**config.mk**
```make
export PLATFORM = sky130hd
export DESIGN_NAME = range_tlb
export DESIGN_NICKNAME = d
export VERILOG_FILES = /design/src/rtl/range_tlb_pkg.sv /design/src/rtl/range_tlb_match.sv /design/src/rtl/range_tlb_pick.sv /design/src/rtl/range_tlb_rank.sv /design/src/rtl/range_tlb.sv
export SDC_FILE = /design/constraint.sdc
export NUM_CORES = 1
export LEC_CHECK = 0
export ABC_CLOCK_PERIOD_IN_PS = 23700
export BUFFER_PORTS_ARGS = -buffer_cell sky130_fd_sc_hd__clkbuf_2
export CORE_UTILIZATION = 28
export CTS_BUF_LIST = sky130_fd_sc_hd__clkbuf_4 sky130_fd_sc_hd__clkbuf_8
export CTS_CLUSTER_DIAMETER = 100
export DETAILED_ROUTE_END_ITERATION = 10
export PLACE_DENSITY_LB_ADDON = 0.08
export SYNTH_ARGS = -nofsm -noshare
export SYNTH_HDL_FRONTEND = slang
export SYNTH_HIERARCHICAL = 1
export SYNTH_SLANG_ARGS = --single-unit
```
**constraint.sdc**
```tcl
create_clock -name clk -period 23.7 [get_ports clk]
set_input_delay 0 -clock clk [delete_from_list [all_inputs] [get_ports clk]]
set_output_delay 0 -clock clk [all_outputs]
set_load 0.005 [all_outputs]
```
**src/rtl/range_tlb_pkg.sv**
```systemverilog
package range_tlb_pkg;

  // Action taken by the cache in a cycle, after priority resolution
  typedef enum logic [2:0] {
    OP_NONE,
    OP_FLUSH_ALL,
    OP_FLUSH_LOCAL,
    OP_DEMAP,
    OP_INSERT,
    OP_TOUCH
  } tlb_op_e;

endpackage

```
**src/rtl/range_tlb_match.sv**
```systemverilog
// Range compare of one entry against one address (aligned power-of-two region)
module range_tlb_match #(
  parameter int VA_W  = 32,
  parameter int SZL_W = 5
) (
  input  logic             valid,
  input  logic [VA_W-1:0]  base,
  input  logic [SZL_W-1:0] szl,
  input  logic [VA_W-1:0]  va,
  output logic             hit
);
  logic [VA_W-1:0] low_mask;

  always_comb begin
    low_mask = (VA_W'(1) << szl) - VA_W'(1);
    hit      = valid && (((va ^ base) & ~low_mask) == '0);
  end
endmodule

```
**src/rtl/range_tlb_pick.sv**
```systemverilog
// Chooses the matching entry with the lowest recency rank
module range_tlb_pick #(
  parameter int N  = 4,
  parameter int RW = 2
) (
  input  logic [N-1:0]    hits,
  input  logic [N*RW-1:0] ranks,
  output logic            any,
  output logic [RW-1:0]   idx
);
  logic [RW-1:0] best;

  always_comb begin
    any  = 1'b0;
    idx  = '0;
    best = '1;
    for (int i = 0; i < N; i++) begin
      if (hits[i] && (!any || ranks[i*RW +: RW] < best)) begin
        any  = 1'b1;
        idx  = RW'(i);
        best = ranks[i*RW +: RW];
      end
    end
  end
endmodule

```
**src/rtl/range_tlb_rank.sv**
```systemverilog
// Per-entry recency rank, 0 = most recently used; always a permutation
module range_tlb_rank #(
  parameter int N  = 4,
  parameter int RW = 2
) (
  input  logic            clk,
  input  logic            rst_n,
  input  logic            prom_en,
  input  logic [RW-1:0]   prom_idx,
  output logic [N*RW-1:0] ranks
);
  logic [N*RW-1:0] rank_q, rank_n;
  logic [RW-1:0]   prom_rank;

  always_comb begin
    prom_rank = rank_q[prom_idx*RW +: RW];
    rank_n    = rank_q;
    for (int i = 0; i < N; i++) begin
      if (RW'(i) == prom_idx)
        rank_n[i*RW +: RW] = '0;
      else if (rank_q[i*RW +: RW] < prom_rank)
        rank_n[i*RW +: RW] = rank_q[i*RW +: RW] + RW'(1);
    end
  end

  always_ff @(posedge clk or negedge rst_n) begin
    if (!rst_n) begin
      for (int i = 0; i < N; i++) rank_q[i*RW +: RW] <= RW'(i);
    end else if (prom_en) begin
      rank_q <= rank_n;
    end
  end

  assign ranks = rank_q;
endmodule

```
**src/rtl/range_tlb.sv**
```systemverilog
module range_tlb #(
  parameter int N     = 4,
  parameter int VA_W  = 32,
  parameter int PA_W  = 32,
  parameter int SZL_W = 5,
  localparam int RW   = (N > 1) ? $clog2(N) : 1
) (
  input  logic             clk,
  input  logic             rst_n,
  input  logic             ins_en,
  input  logic [VA_W-1:0]  ins_va,
  input  logic [SZL_W-1:0] ins_szl,
  input  logic [PA_W-1:0]  ins_pa,
  input  logic             ins_global,
  input  logic             lk_en,
  input  logic [VA_W-1:0]  lk_va,
  input  logic             lk_touch,
  input  logic             flush_all,
  input  logic             flush_local,
  input  logic             demap_en,
  input  logic [VA_W-1:0]  demap_va,
  output logic             res_hit,
  output logic [RW-1:0]    res_idx,
  output logic [PA_W-1:0]  res_pa
);
  import range_tlb_pkg::*;

  logic [N-1:0]     vld_q, vld_n, glb_q;
  logic [VA_W-1:0]  vbase_q [N];
  logic [PA_W-1:0]  pbase_q [N];
  logic [SZL_W-1:0] szl_q   [N];
  logic [N*RW-1:0]  rank_flat;

  logic [N-1:0]     lk_hits, dm_hits;
  logic             lk_any, dm_any, free_any;
  logic [RW-1:0]    lk_idx, dm_idx, free_idx, lru_idx, victim;
  logic [PA_W-1:0]  lk_pmask, lk_pa;
  logic [VA_W-1:0]  ins_vmask;
  logic [PA_W-1:0]  ins_pmask;
  logic             wr_en, prom_en;
  logic [RW-1:0]    prom_idx;
  tlb_op_e          op;

  // parallel range compare: one comparator per entry for lookup and demap
  for (genvar g = 0; g < N; g++) begin : g_ent
    range_tlb_match #(.VA_W(VA_W), .SZL_W(SZL_W)) u_lk (
      .valid(vld_q[g]), .base(vbase_q[g]), .szl(szl_q[g]),
      .va(lk_va), .hit(lk_hits[g]));
    range_tlb_match #(.VA_W(VA_W), .SZL_W(SZL_W)) u_dm (
      .valid(vld_q[g]), .base(vbase_q[g]), .szl(szl_q[g]),
      .va(demap_va), .hit(dm_hits[g]));
  end

  range_tlb_pick #(.N(N), .RW(RW)) u_lk_pick (
    .hits(lk_hits), .ranks(rank_flat), .any(lk_any), .idx(lk_idx));
  range_tlb_pick #(.N(N), .RW(RW)) u_dm_pick (
    .hits(dm_hits), .ranks(rank_flat), .any(dm_any), .idx(dm_idx));

  range_tlb_rank #(.N(N), .RW(RW)) u_rank (
    .clk(clk), .rst_n(rst_n), .prom_en(prom_en),
    .prom_idx(prom_idx), .ranks(rank_flat));

  // victim: lowest free entry, else the one holding the oldest rank
  always_comb begin
    free_any = 1'b0;
    free_idx = '0;
    for (int i = N - 1; i >= 0; i--) begin
      if (!vld_q[i]) begin
        free_any = 1'b1;
        free_idx = RW'(i);
      end
    end
    lru_idx = '0;
    for (int i = 0; i < N; i++) begin
      if (rank_flat[i*RW +: RW] == RW'(N - 1)) lru_idx = RW'(i);
    end
    victim = free_any ? free_idx : lru_idx;
  end

  // command priority
  always_comb begin
    if (flush_all)                     op = OP_FLUSH_ALL;
    else if (flush_local)              op = OP_FLUSH_LOCAL;
    else if (demap_en)                 op = OP_DEMAP;
    else if (ins_en)                   op = OP_INSERT;
    else if (lk_en && lk_touch && lk_any) op = OP_TOUCH;
    else                               op = OP_NONE;
  end

  // next-state of the valid bits and control of the entry/rank writes
  always_comb begin
    vld_n = vld_q;
    unique case (op)
      OP_FLUSH_ALL:   vld_n = '0;
      OP_FLUSH_LOCAL: vld_n = vld_q & glb_q;
      OP_DEMAP:       if (dm_any) vld_n[dm_idx] = 1'b0;
      OP_INSERT:      vld_n[victim] = 1'b1;
      default:        vld_n = vld_q;
    endcase
    wr_en     = (op == OP_INSERT);
    prom_en   = (op == OP_INSERT) || (op == OP_TOUCH);
    prom_idx  = (op == OP_INSERT) ? victim : lk_idx;
    ins_vmask = (VA_W'(1) << ins_szl) - VA_W'(1);
    ins_pmask = (PA_W'(1) << ins_szl) - PA_W'(1);
    lk_pmask  = (PA_W'(1) << szl_q[lk_idx]) - PA_W'(1);
    lk_pa     = pbase_q[lk_idx] | (PA_W'(lk_va) & lk_pmask);
  end

  always_ff @(posedge clk or negedge rst_n) begin
    if (!rst_n) vld_q <= '0;
    else        vld_q <= vld_n;
  end

  always_ff @(posedge clk) begin
    if (wr_en) begin
      vbase_q[victim] <= ins_va & ~ins_vmask;
      pbase_q[victim] <= ins_pa & ~ins_pmask;
      szl_q[victim]   <= ins_szl;
      glb_q[victim]   <= ins_global;
    end
  end

  // registered lookup result
  always_ff @(posedge clk or negedge rst_n) begin
    if (!rst_n) res_hit <= 1'b0;
    else        res_hit <= lk_en && lk_any;
  end

  always_ff @(posedge clk) begin
    if (lk_en) begin
      res_idx <= lk_idx;
      res_pa  <= lk_pa;
    end
  end
endmodule

```
Word-level counts from Yosys, hierarchy flattened
Memory sizes are Yosys's and may differ from the RTL's.
Index checks and enable logic that the tools add are counted.
Operators by class
  add/subtract/negate cells: 10
  multiply operators: 0
  div/mod/pow operators: 0
  magnitude comparators: 14
  equality and inequality tests: 12
  shift operators: 7
  mux-type cells: 55
  bitwise logic cells: 29
  reductions and logical operators: 51
Operator list (number)
  $and A32 B32 Y32: 11
  $logic_not A32 Y1: 8
  $xor A32 B32 Y32: 8
  $shl A1 B5 Y32 const A: 6
  $sub A32 B2 Y32 const B: 6
  $not A32 Y32: 5
  $mux W2: 26
  $or A32 B32 Y32: 1
  $lt A2 B2 Y1: 10
  $logic_and A1 B1 Y1: 19
  $mux W1: 19
  $pmux W4 S4: 1
  $mux W3: 5
  $reduce_and A2 Y1: 5
  $add A2 B1 Y2 const B: 4
  $and A4 B4 Y4: 2
  $reduce_bool A2 Y1: 4
  $shiftx A8 B4 Y2: 1
  $logic_or A1 B1 Y1: 7
  $eq A2 B2 Y1 const B: 3
  $eq A3 B2 Y1 const B: 2
  $eq A3 B3 Y1 const B: 2
  $logic_not A1 Y1: 6
  $lt A2 B3 Y1 const B: 2
  12 further kinds: 15
Storage, ports and cells
  register bits: 51
  latch bits: 0
  memory bits (writable): 276
  memory bits (read-only): 0
  input bits: 142
  output and inout bits: 35
  logic and storage cells: 190
  memories kept: 3
Memories
  pbase_q: words 4, width 32, read ports 1, clocked after memory_dff 0, wr ports 1, line range_tlb.sv:30  | logic [PA_W-1:0] pbase_q [N];
  vbase_q: words 4, width 32, read ports 4, clocked after memory_dff 0, wr ports 1, line range_tlb.sv:29  | logic [VA_W-1:0] vbase_q [N];
  szl_q: words 4, width 5, read ports 5, clocked after memory_dff 0, wr ports 1, line range_tlb.sv:31  | logic [SZL_W-1:0] szl_q [N];

Depth between registers and ports, before layout
An unclocked memory read counts as a cell.
  depth in word-level cells: 32
  depth in mapped cells: 34

Hierarchy
The synthesis kept the hierarchy.
Modules (own cells, without submodules)
  range_tlb: instances 1, cells each 708, area each 12443.2 um^2
  range_tlb_match at g_ent[1].u_dm ...: instances 6, cells each 143, area each 965.9 um^2
  range_tlb_match at g_ent[0].u_dm ...: instances 2, cells each 147, area each 996.0 um^2
  range_tlb_rank: instances 1, cells each 66, area each 668.1 um^2
  range_tlb_pick: instances 2, cells each 31, area each 212.7 um^2

Least setup slack after synthesis
Ideal clock, no wire load.
  path type: flip-flop to flip-flop
  start point: memory szl_q[0][4]
  end point: register res_pa[16] (data pin)
  arrival time: 7208 ps
  data required time: 23439 ps
  setup slack: 16231 ps
  cell stages (with the launch flop): 33
  path buffers: 7
  cell sequence: edfxtp_1 > buf_4 > buf_6 > clkbuf_1 > nand3b_1 > ha_1 > buf_2 > and4b_1 > nor4_2 > nand4_1 > or4_1 > nor4_2 > inv_1 > o22ai_1 > ha_1 > o22ai_1 > o21ai_0 > o32a_1 > ha_1 > a311o_1 > a31oi_1 > o21ai_0 > o21ai_0 > buf_6 > mux4_2 > nor3_1 > nand3_1 > ha_1 > clkbuf_1 > and2_1 > buf_1 > o311a_1 > a311o_1
RTL lines
  start, declared: line range_tlb.sv:31
  end signal, assigned: line range_tlb.sv:132  | res_pa <= lk_pa;
  end, declared: line range_tlb.sv:24  | output logic [PA_W-1:0] res_pa

==> impl_metrics.py <==
metrics = {
    "synth": {
        "synth-async-reset-ratio_pct": 3.98,
        "yosysSeqAreaShare_pct": 45.8,
        "synth-seq-cells": 327,
        "syn-num-nets": 2148,
        "ys_types": 87,
        "syn_area_per_cell_sq_um": 10.7,
        "synth_enable_flop_cells": 314,
        "yosys_most_used_dff": "edfxtp_1",
        "syn-cell-area_sq_um": 21300,
        "yosysWarnings": 6,
        "synthCells": 1988,
    },
    "clocking": {
        "cts_hold_buf": 85,
        "cts-htree-levels": 3,
        "cts-root-buf": "clkbuf_8",
        "cts.repair.resized": 0,
        "clk_pin_slew_worst_paths_ns": 0.06,
        "worstSkewPairLatency_ns": 0.66,
        "cts_tree": "done",
        "clk_path_buf_depth": 3,
        "cts_buffers": 67,
        "cts.sinks": 327,
        "post_cts_buffers": 0,
    },
    "setup_path": {
        "crit_path_max_fanout": 41,
        "critPathSlowestCell": "nor4_2",
        "reg2reg_slack_ns": 13.83,
        "crit_path_max_incr_delay_ns": 0.86,
        "crit_top_cell": "ha_1",
        "r2r_cells": 29,
        "startpoint_type": "register",
        "cp.required_ns": 24.09,
        "crit_start": "szl_q[1][4]",
        "crit_end": "res_pa[16]",
        "path_class": "register to register",
        "reg2reg_from": "szl_q[1][4]",
        "worst_ep_arrival_time_ns": 10.25,
        "r2r-end": "res_pa[16]",
        "crit_path_end_kind": "register",
    },
    "floorplan": {
        "die_h_um": 278,
        "fp-row-count": 100,
        "coreArea_sq_um": 74900,
        "ios": 177,
        "start_util_pct": 28.5,
        "dieArea_sq_um": 77300,
        "dieWidth_um": 278,
    },
    "routing": {
        "route.met3.wl_mm": 7.86,
        "drtPass1Iterations": 5,
        "drc": 0,
        "vias": 18300,
        "wl_met1_mm": 42.7,
        "routedWlPerCell_um": 30.5,
        "dr.max_layer_used": "met4",
        "viasPerCell": 5.62,
        "wl_mm": 99.3,
        "drtIter0Drc": 2153,
        "route.met2.wl_mm": 44.3,
        "ant_nets": 0,
    },
    "place": {
        "dp_hpwl_mm": 69.8,
        "dp_slack_ns": 13.93,
        "io_buffers": 176,
        "gp_congestion": 0.925,
        "place_area_sq_um": 23000,
        "dp_cells": 3050,
    },
    "timing": {
        "fin_tns_setup_ns": 0,
        "clock_skew_ns": 0.0336,
        "finalSetupViolCount": 0,
        "worst_slack_ns": 13.83,
        "clock.fmax_ghz": 0.101,
        "hold_viol": 0,
        "hold_ws_ns": 0.0588,
        "worst_slew_pin_slew_ns": 1.49,
        "relSlewSlack_pct": 0.646,
        "final_max_slew_viol_count": 0,
        "period_share_pct": 41.6,
        "rsz0062_at_grt": "false",
        "fin_crit_ns": 9.87,
    },
    "layout": {
        "multi_input_comb_area_sq_um": 10600,
        "syn_to_final_growth_pct": 17.8,
        "seqCellArea_sq_um": 9760,
        "finish.instance_area_sq_um": 25100,
        "final_nets": 2395,
        "fill_cells": 7672,
        "fin_cells": 3258,
        "fin_util_pct": 33.5,
        "layout-drive-gt1-share_pct": 18.9,
    },
    "global_route": {
        "grt_overflow_total": 0,
        "grt_pass1_vias": 18100,
        "grt_pass1_wl_mm": 138,
        "grt_max_degree": 60,
        "grt_usage_pct": 25.2,
        "antenna_found_initial": 6,
    },
    "pwr": {
        "p_leak_nw": 8.62,
        "power_density_nw_per_um2": 55.4,
        "vdd_drop_max_v": 0.0000308,
        "power.total_mw": 1.39,
    },
    "job": {
        "cap_violations": 1,
    },
    "status": {
        "status": "finished, violations left",
        "failed_checks": "max-capacitance violations",
    },
    "min_path": {
        "hp-class": "primary input to register",
    },
}
==> area by class of cell <==
cell class / instances / share of cell area (%)
multi-input combinational: 1475 / 42.2
sequential: 327 / 38.8
timing repair buffer: 305 / 8.21
tap: 969 / 4.83
clock buffer: 87 / 4.29
inverter: 59 / 0.882
clock inverter: 32 / 0.672
antenna: 4 / 0.0398
==> layout by cell type (no fill, tap or decap), types with 19 or more instances in the layout <==
master and instances:
edfxtp_1 314, clkbuf_2 176, nand2_1 154, xnor2_1 153, o21ai_0 112, xor2_1 112, nor2_1 100, a21oi_1 98
dlygate4sd3_1 85, clkbuf_8 68, inv_1 59, and2_1 53, a31oi_1 52, buf_4 44, nand3_1 42, mux4_2 36
o22ai_1 31, nand2b_1 26, o211ai_1 24, nor3_1 19, clkbuf_4 19
==> cells in the mapped netlist, types with 10 or more instances <==
cell	n	area (sq um)
or2_1	13	81.3
xor2_1	112	981
and3_1	17	106
nor4_2	18	225
o21a_1	12	90.1
a31oi_1	52	325
edfxtp_1	314	9430
nor2_1	101	379
o21ai_1	14	70.1
buf_6	25	282
o22ai_1	31	194
clkbuf_1	22	82.6
nand2b_1	26	163
nand3_1	42	210
nor2b_1	17	106
o211ai_1	24	180
and2_1	54	338
a21o_1	14	105
a311o_1	12	120
buf_2	69	345
nor4_1	16	100
xnor2_1	153	1340
nor3b_1	16	120
a211oi_1	18	135
ha_1	18	225
a22oi_1	11	82.6
nor3_1	20	100
mux4_2	36	811
a21oi_1	98	490
o211a_1	12	120
inv_1	59	221
o2111ai_1	16	140
o21ai_0	113	566
nand4_1	17	106
nand2_1	155	582
or3_1	10	62.6
==> cell families (layout without fill, tap and decap cells) <==
group	after synthesis	count (layout)	synth area share [%]
DFF	327	327	45.8
AOI/OAI and AO/OA	564	564	18.2
adders and majority gates	20	20	1.15
buffers and inverters	186	483	4.66
xor gates and xnor gates	265	265	10.9
muxes	48	48	4.55
other	0	4	0
and+or+nand+nor	578	578	14.8
==> flip-flops by register name, indices dropped and copies added (netlist names) <==
register	count
glb_q	4
u_rank/ranks	8
res_hit	1
res_pa	32
vld_q	4
vbase_q	128
pbase_q	128
res_idx	2
szl_q	20
==> worst min path at each step <==
stage,start,end,cells after the start
2_1_floorplan,rst_n,res_hit,0
3_3_place_gp,rst_n,u_rank/ranks[4],1
3_5_place_dp,rst_n,u_rank/ranks[4],1
4_1_cts,ins_va[16],vbase_q[1][16],2
5_1_grt,ins_va[5],vbase_q[1][5],2
6_report,ins_va[5],vbase_q[1][5],2
==> per-layer routing <==
| layer | vias to the layer above | GRT usage (%) |
|---|---|---|
| met1 | 9194 | 33.2 |
| met3 | 158 | 6.25 |
| li1 | 8090 | - |
| met4 | 0 | 11.6 |
| met2 | 864 | 38.9 |
| met5 | - | 0 |
==> power by group <==
part / total, mW / internal (mW) / switching [mW]
Sequential: 0.651 / 0.643 / 0.00833
Combinational: 0.163 / 0.0555 / 0.108
Clock: 0.577 / 0.300 / 0.277
==> critical path: cells and delay by family (launching register included) <==
kind / cells / cell delay, ns
adders and majority gates: 4 / 1.58
buffers and inverters: 5 / 1.73
and+or+nand+nor: 6 / 2.16
DFF: 1 / 0.32
AOI/OAI and AO/OA: 12 / 2.67
muxes: 2 / 1.05
Note: power is estimated with default switching activity, not from simulation.
